$ cat config.mk
export PLATFORM = sky130hd
export DESIGN_NAME = dly_sweep_ctrl
export DESIGN_NICKNAME = d
export VERILOG_FILES = /design/src/rtl/dsg_pkg.sv /design/src/rtl/dsg_delay_cmp.sv /design/src/rtl/dsg_len_cnt.sv /design/src/rtl/dsg_fsm.sv /design/src/rtl/dly_sweep_ctrl.sv
export SDC_FILE = /design/constraint.sdc
export NUM_CORES = 1
export LEC_CHECK = 0
export BUFFER_PORTS_ARGS = -buffer_cell sky130_fd_sc_hd__buf_4
export CAP_MARGIN = 20
export CORE_ASPECT_RATIO = 0.8
export CORE_UTILIZATION = 30
export DETAILED_ROUTE_END_ITERATION = 12
export SYNTH_ARGS = -nofsm -noshare
export SYNTH_HDL_FRONTEND = slang
export SYNTH_HIERARCHICAL = 1
export SYNTH_SLANG_ARGS = --single-unit
$ cat constraint.sdc
create_clock -name clk -period 3 [get_ports clk]
set_input_delay 0.3 -clock clk [delete_from_list [all_inputs] [get_ports clk]]
set_output_delay 0.3 -clock clk [all_outputs]
set_load 0.01 [all_outputs]
$ cat src/rtl/dsg_pkg.sv
package dsg_pkg;

    typedef enum logic [1:0] {
        ST_IDLE  = 2'd0,
        ST_ARMED = 2'd1,
        ST_RUN   = 2'd2,
        ST_DONE  = 2'd3
    } dsg_state_t;

    typedef struct packed {
        dsg_state_t st;
        logic       start;
        logic       stop;
    } dsg_regs_t;

endpackage

$ cat src/rtl/dsg_delay_cmp.sv
module dsg_delay_cmp #(
    parameter int POS_W = 12
) (
    input  logic             active,
    input  logic [POS_W-1:0] pos,
    input  logic [POS_W-1:0] dly,
    output logic             hit
);
    // Greater-or-equal so a skipped exact value still counts as reached.
    always_comb begin
        hit = active && (pos >= dly);
    end
endmodule

$ cat src/rtl/dsg_len_cnt.sv
module dsg_len_cnt #(
    parameter int LEN_W = 12
) (
    input  logic             clk,
    input  logic             rst_n,
    input  logic             clr,
    input  logic             inc,
    input  logic [LEN_W-1:0] len,
    output logic             last
);
    localparam int EXT_W = LEN_W + 1;

    logic [LEN_W-1:0] cnt_d, cnt_q;
    logic [EXT_W-1:0] cnt_next_ext;

    always_comb begin
        cnt_d = cnt_q;
        if (clr)
            cnt_d = '0;
        else if (inc)
            cnt_d = cnt_q + 1'b1;
        cnt_next_ext = {1'b0, cnt_q} + 1'b1;
        last = cnt_next_ext >= {1'b0, len};
    end

    always_ff @(posedge clk) begin
        if (!rst_n)
            cnt_q <= '0;
        else
            cnt_q <= cnt_d;
    end

    assert_clr_inc_exclusive_R5: assert property (@(posedge clk) disable iff (!rst_n)
        !(clr && inc));
    assert_clr_restarts_R5: assert property (@(posedge clk) disable iff (!rst_n)
        clr |=> (cnt_q == '0));
endmodule

$ cat src/rtl/dsg_fsm.sv
module dsg_fsm
    import dsg_pkg::*;
(
    input  logic clk,
    input  logic rst_n,
    input  logic hit,
    input  logic main_end,
    input  logic src_sel,
    input  logic trig,
    input  logic last,
    output logic cnt_clr,
    output logic cnt_inc,
    output logic gate,
    output logic reached,
    output logic start_p,
    output logic stop_p
);
    dsg_regs_t r_d, r_q;

    always_comb begin
        r_d       = r_q;
        r_d.start = 1'b0;
        r_d.stop  = 1'b0;
        cnt_clr   = 1'b0;
        cnt_inc   = 1'b0;
        unique case (r_q.st)
            ST_IDLE: begin
                if (!main_end && hit) begin
                    if (!src_sel) begin
                        r_d.st    = ST_RUN;
                        r_d.start = 1'b1;
                        cnt_clr   = 1'b1;
                    end else begin
                        r_d.st = ST_ARMED;
                    end
                end
            end
            ST_ARMED: begin
                if (main_end) begin
                    r_d.st = ST_IDLE;
                end else if (trig) begin
                    r_d.st    = ST_RUN;
                    r_d.start = 1'b1;
                    cnt_clr   = 1'b1;
                end
            end
            ST_RUN: begin
                if (main_end) begin
                    r_d.st   = ST_IDLE;
                    r_d.stop = 1'b1;
                end else if (last) begin
                    r_d.st   = ST_DONE;
                    r_d.stop = 1'b1;
                end else begin
                    cnt_inc = 1'b1;
                end
            end
            default: begin
                if (main_end)
                    r_d.st = ST_IDLE;
            end
        endcase
    end

    always_ff @(posedge clk) begin
        if (!rst_n) begin
            r_q.st    <= ST_IDLE;
            r_q.start <= 1'b0;
            r_q.stop  <= 1'b0;
        end else begin
            r_q <= r_d;
        end
    end

    assign gate    = (r_q.st == ST_RUN);
    assign reached = (r_q.st != ST_IDLE);
    assign start_p = r_q.start;
    assign stop_p  = r_q.stop;

    assert_rise_has_start_R3: assert property (@(posedge clk) disable iff (!rst_n)
        $rose(gate) |-> start_p);
    assert_fall_has_end_R5: assert property (@(posedge clk) disable iff (!rst_n)
        $fell(gate) |-> stop_p);
    assert_start_single_R8: assert property (@(posedge clk) disable iff (!rst_n)
        start_p |=> !start_p);
    assert_end_single_R8: assert property (@(posedge clk) disable iff (!rst_n)
        stop_p |=> !stop_p);
    assert_main_end_clears_R7: assert property (@(posedge clk) disable iff (!rst_n)
        main_end |=> (!gate && !reached));
    assert_immediate_start_R3: assert property (@(posedge clk) disable iff (!rst_n)
        (r_q.st == ST_IDLE && hit && !main_end && !src_sel) |=> (gate && start_p));
    assert_armed_waits_R4: assert property (@(posedge clk) disable iff (!rst_n)
        (r_q.st == ST_ARMED && !trig) |=> !gate);
    assert_once_per_sweep_R6: assert property (@(posedge clk) disable iff (!rst_n)
        (r_q.st == ST_DONE) |=> !gate);
endmodule

$ cat src/rtl/dly_sweep_ctrl.sv
module dly_sweep_ctrl #(
    parameter int POS_W = 12,
    parameter int LEN_W = 12
) (
    input  logic             clk,
    input  logic             rst_n,
    input  logic             main_active,
    input  logic             main_end,
    input  logic [POS_W-1:0] main_pos,
    input  logic [POS_W-1:0] dly_val,
    input  logic [LEN_W-1:0] len_val,
    input  logic             src_sel,
    input  logic             trig,
    output logic             dgate,
    output logic             dly_reached,
    output logic             start_pulse,
    output logic             end_pulse
);
    logic hit;
    logic last;
    logic cnt_clr;
    logic cnt_inc;

    dsg_delay_cmp #(.POS_W(POS_W)) u_cmp (
        .active (main_active),
        .pos    (main_pos),
        .dly    (dly_val),
        .hit    (hit)
    );

    dsg_len_cnt #(.LEN_W(LEN_W)) u_len (
        .clk   (clk),
        .rst_n (rst_n),
        .clr   (cnt_clr),
        .inc   (cnt_inc),
        .len   (len_val),
        .last  (last)
    );

    dsg_fsm u_fsm (
        .clk      (clk),
        .rst_n    (rst_n),
        .hit      (hit),
        .main_end (main_end),
        .src_sel  (src_sel),
        .trig     (trig),
        .last     (last),
        .cnt_clr  (cnt_clr),
        .cnt_inc  (cnt_inc),
        .gate     (dgate),
        .reached  (dly_reached),
        .start_p  (start_pulse),
        .stop_p   (end_pulse)
    );

    assert_reset_quiet_R1: assert property (@(posedge clk)
        !rst_n |=> (!dgate && !dly_reached && !start_pulse && !end_pulse));
    assert_gate_needs_reach_R2: assert property (@(posedge clk) disable iff (!rst_n)
        dgate |-> dly_reached);
endmodule

==> impl_metrics.env <==
export IMPL_final_core_util=0.4559
export IMPL_yosysWarnings=6
export IMPL_dp_hpwl_mm=2.731
export IMPL_drcViolationCount=0
export IMPL_power_per_cell_area_mw_per_mm2=222.4
export IMPL_syn_to_final_growth_pct=45.52
export IMPL_critPathRequiredTime_ps=3140
export IMPL_ys_seq_elements=16
export IMPL_critPathKind="reg2reg"
export IMPL_cp_start_kind="flop"
export IMPL_worstPathMaxFanout=6
export IMPL_syn_nets=262
export IMPL_fmax_mhz=347.3
export IMPL_htreeDepth=1
export IMPL_p_leak_nw=1.186
export IMPL_slew_limit_headroom=0.7378
export IMPL_first_global_vias=1386
export IMPL_track_usage=0.1242
export IMPL_rsz0062_at_grt="yes"
export IMPL_antenna_cells=0
export IMPL_num_io_pins=46
export IMPL_grt_pass1_wl_mm=5.671
export IMPL_worstMarginPinSlew_ps=390.0
export IMPL_row_count=23
export IMPL_final_cell_mix="65 x buf_4, 27 x inv_1, 24 x ha_1, 18 x nor2_1, 12 x xnor2_1"
export IMPL_worstPathArrival_ps=3020
export IMPL_syn_area_mm2=0.001578
export IMPL_irDropWorstVdd_uv=122.3
export IMPL_slew_violations=0
export IMPL_cts_tree="yes"
export IMPL_root_buffer="clkbuf_8"
export IMPL_max_stage_delay_ps=440
export IMPL_cts_path_max_buffers=2
export IMPL_totalPowerFinal_mw=0.5107
export IMPL_syn_area_per_cell_um2=8.091
export IMPL_grt_start_max_net_pins=13
export IMPL_worstPathCellList="nand3_4, or3_4, nor2_4, xnor2_1, ha_1, and3_4, a211oi_2, o21ai_2, nor3_2, buf_4, buf_6, nand4_1, xor2_1, nor2_1"
export IMPL_drt_iter0_drc=35
export IMPL_finalSetupViolations=0
export IMPL_synth_cell_types=43
export IMPL_final_common_cell="buf_4"
export IMPL_gp_congestion=0.8337
export IMPL_wire_per_inst_um=10.33
export IMPL_hold_class="in2reg"
export IMPL_routed_via_count=1465
export IMPL_dr_pass1_iters=4
export IMPL_min_period_over_period=0.9597
export IMPL_synth_edff_count=0
export IMPL_hold_viol=0
export IMPL_via_per_inst=4.592
export IMPL_layout_drive_gt1_share=0.3969
export IMPL_io_buffers=45
export IMPL_start_util=0.3133
export IMPL_wirelength_mm=3.296
export IMPL_yosysSeqAreaShare=0.2030
export IMPL_final_min_clock_period_ps=2879
export IMPL_status="completed"
export IMPL_cp_end_kind="flop"
export IMPL_instances_no_fill=319
export IMPL_ys_flop_type="dfxtp_1"
export IMPL_dp_cells=314
export IMPL_fp_coreArea_mm2=0.005036
export IMPL_drv_cap=0
export IMPL_dieHeight_um=66.87
export IMPL_clkSinkCount=16
export IMPL_cts_buffers_inserted=3
export IMPL_final_net_count=326
export IMPL_synthCells=195
export IMPL_cpMaxStageDelayCell="or3_4"
export IMPL_grt_antenna_before_repair=0
export IMPL_fp_dieW_um=83.08
export IMPL_ant_nets=0
export IMPL_async_flop_share=0
export IMPL_worst_clock_skew_ps=3.807
export IMPL_grt_overflow_total=0
export IMPL_clk_pin_slew_ps=60
export IMPL_die_area_mm2=0.005555
export IMPL_insertion_delay_ps=250
==> flip-flops by register name, indices dropped and copies added, names as in the netlist <==
name           flops
u_fsm/stop_p       1
u_len/cnt_q       12
u_fsm/r_q          2
u_fsm/start_p      1
==> layer usage <==
| metal | up-vias | share of wire | GRT usage | wire (um) |
|---|---|---|---|---|
| li1 | 787 | - | - | - |
| met1 | 637 | 0.51 | 0.1601 | 1672 |
| met2 | 38 | 0.43 | 0.2141 | 1417 |
| met3 | 3 | 0.052 | 0.01611 | 172 |
| met4 | 0 | 0.010 | 0.04526 | 34 |
| met5 | - | 0 | 0 | 0 |
==> synthesized netlist by cell type, types with 2 or more instances <==
| cell | number | area (um^2) |
|---|---|---|
| inv_1 | 28 | 105.1 |
| ha_1 | 25 | 312.8 |
| nor2_1 | 20 | 75.07 |
| dfxtp_1 | 16 | 320.3 |
| xnor2_1 | 12 | 105.1 |
| nand2_1 | 11 | 41.29 |
| nand3_1 | 9 | 45.04 |
| xor2_1 | 9 | 78.83 |
| a21oi_1 | 7 | 35.03 |
| nand4_1 | 5 | 31.28 |
| nor3_1 | 5 | 25.02 |
| o21ai_0 | 4 | 20.02 |
| a21o_1 | 3 | 22.52 |
| buf_2 | 3 | 15.01 |
| clkbuf_1 | 3 | 11.26 |
| nor4_4 | 3 | 63.81 |
| a211oi_1 | 2 | 15.01 |
| and3_1 | 2 | 12.51 |
| mux2i_1 | 2 | 20.02 |
| nand2b_1 | 2 | 12.51 |
| o31ai_1 | 2 | 15.01 |
==> power by group <==
group | leakage (nW) | internal, mW | total, mW | switching, mW
Combinational | 1.03 | 0.0766 | 0.134 | 0.0572
Sequential | 0.133 | 0.215 | 0.220 | 0.00508
Clock | 0.0216 | 0.0890 | 0.157 | 0.0677
Total | 1.19 | 0.381 | 0.511 | 0.130
==> kinds of logic (layout without fill, tap and decap cells) <==
family                     after synthesis  after routing  share of synthesized area
xor gates and xnor gates                21             21                     0.1166
adders and majority gates               25             25                     0.1983
muxes                                    2              2                    0.01269
and+or+nand+nor                         68             68                     0.2593
DFF                                     16             16                     0.2030
buffers and inverters                   36             98                    0.09357
AOI/OAI and AO/OA                       27             27                     0.1166
==> final timing paths <==
check	startpoint	end	slack (ps)	cells after the start
max reg2reg	u_len/cnt_q[2]$_SDFFE_PP0P_	u_len/cnt_q[6]$_SDFFE_PP0P_	120	14
max	u_len/cnt_q[2]$_SDFFE_PP0P_	u_len/cnt_q[6]$_SDFFE_PP0P_	120	14
min	rst_n	u_fsm/start_p$_SDFF_PN0_	280	2
min reg2reg	u_len/cnt_q[11]$_SDFFE_PP0P_	u_len/cnt_q[11]$_SDFFE_PP0P_	560	2
==> stage by stage <==
stage | cell area, um^2 | TNS, ps | hold slack [ps] | worst slack, ps
after global routing | 2296 | -108.4 | 286.4 | -44.04
after floorplan | 1607 | 0 | 421.7 | 5.381
after global placement | 2126 | 0 | 537.9 | 54.25
after detailed placement | 2126 | -527.5 | 541.4 | -102.4
final | 2296 | 0 | 283.4 | 121.0
after CTS | 2200 | 0 | 279.9 | 15.31
==> final cells by class <==
class / instances / area (um^2)
multi-input cells: 143 / 1219
flip-flops and latches: 16 / 334.1
repair buffers: 67 / 519.2
fillers: 486 / 2740
well taps: 62 / 77.57
inverters: 28 / 105.1
clock buffers: 3 / 41.29
==> critical path, delay by kind of cell (launching register included) <==
family	cells	cell delay [ps]
adder cells (fa/ha/maj)	1	260
XOR/XNOR	2	320
AND/OR/NAND/NOR	7	1220
flip-flops	1	350
AO/OA/AOI/OAI	2	330
buffers and inverters	2	290
==> what timing repair did <==
item,CTS,global route
pin swaps,1,12
hold buffers,0,0
endpoints found under the setup margin,9,12
hold endpoints to repair,0,0
gates resized for setup,7,21
gates cloned,0,0
buffers inserted,0,2
Power figures use the tool's default switching activity.
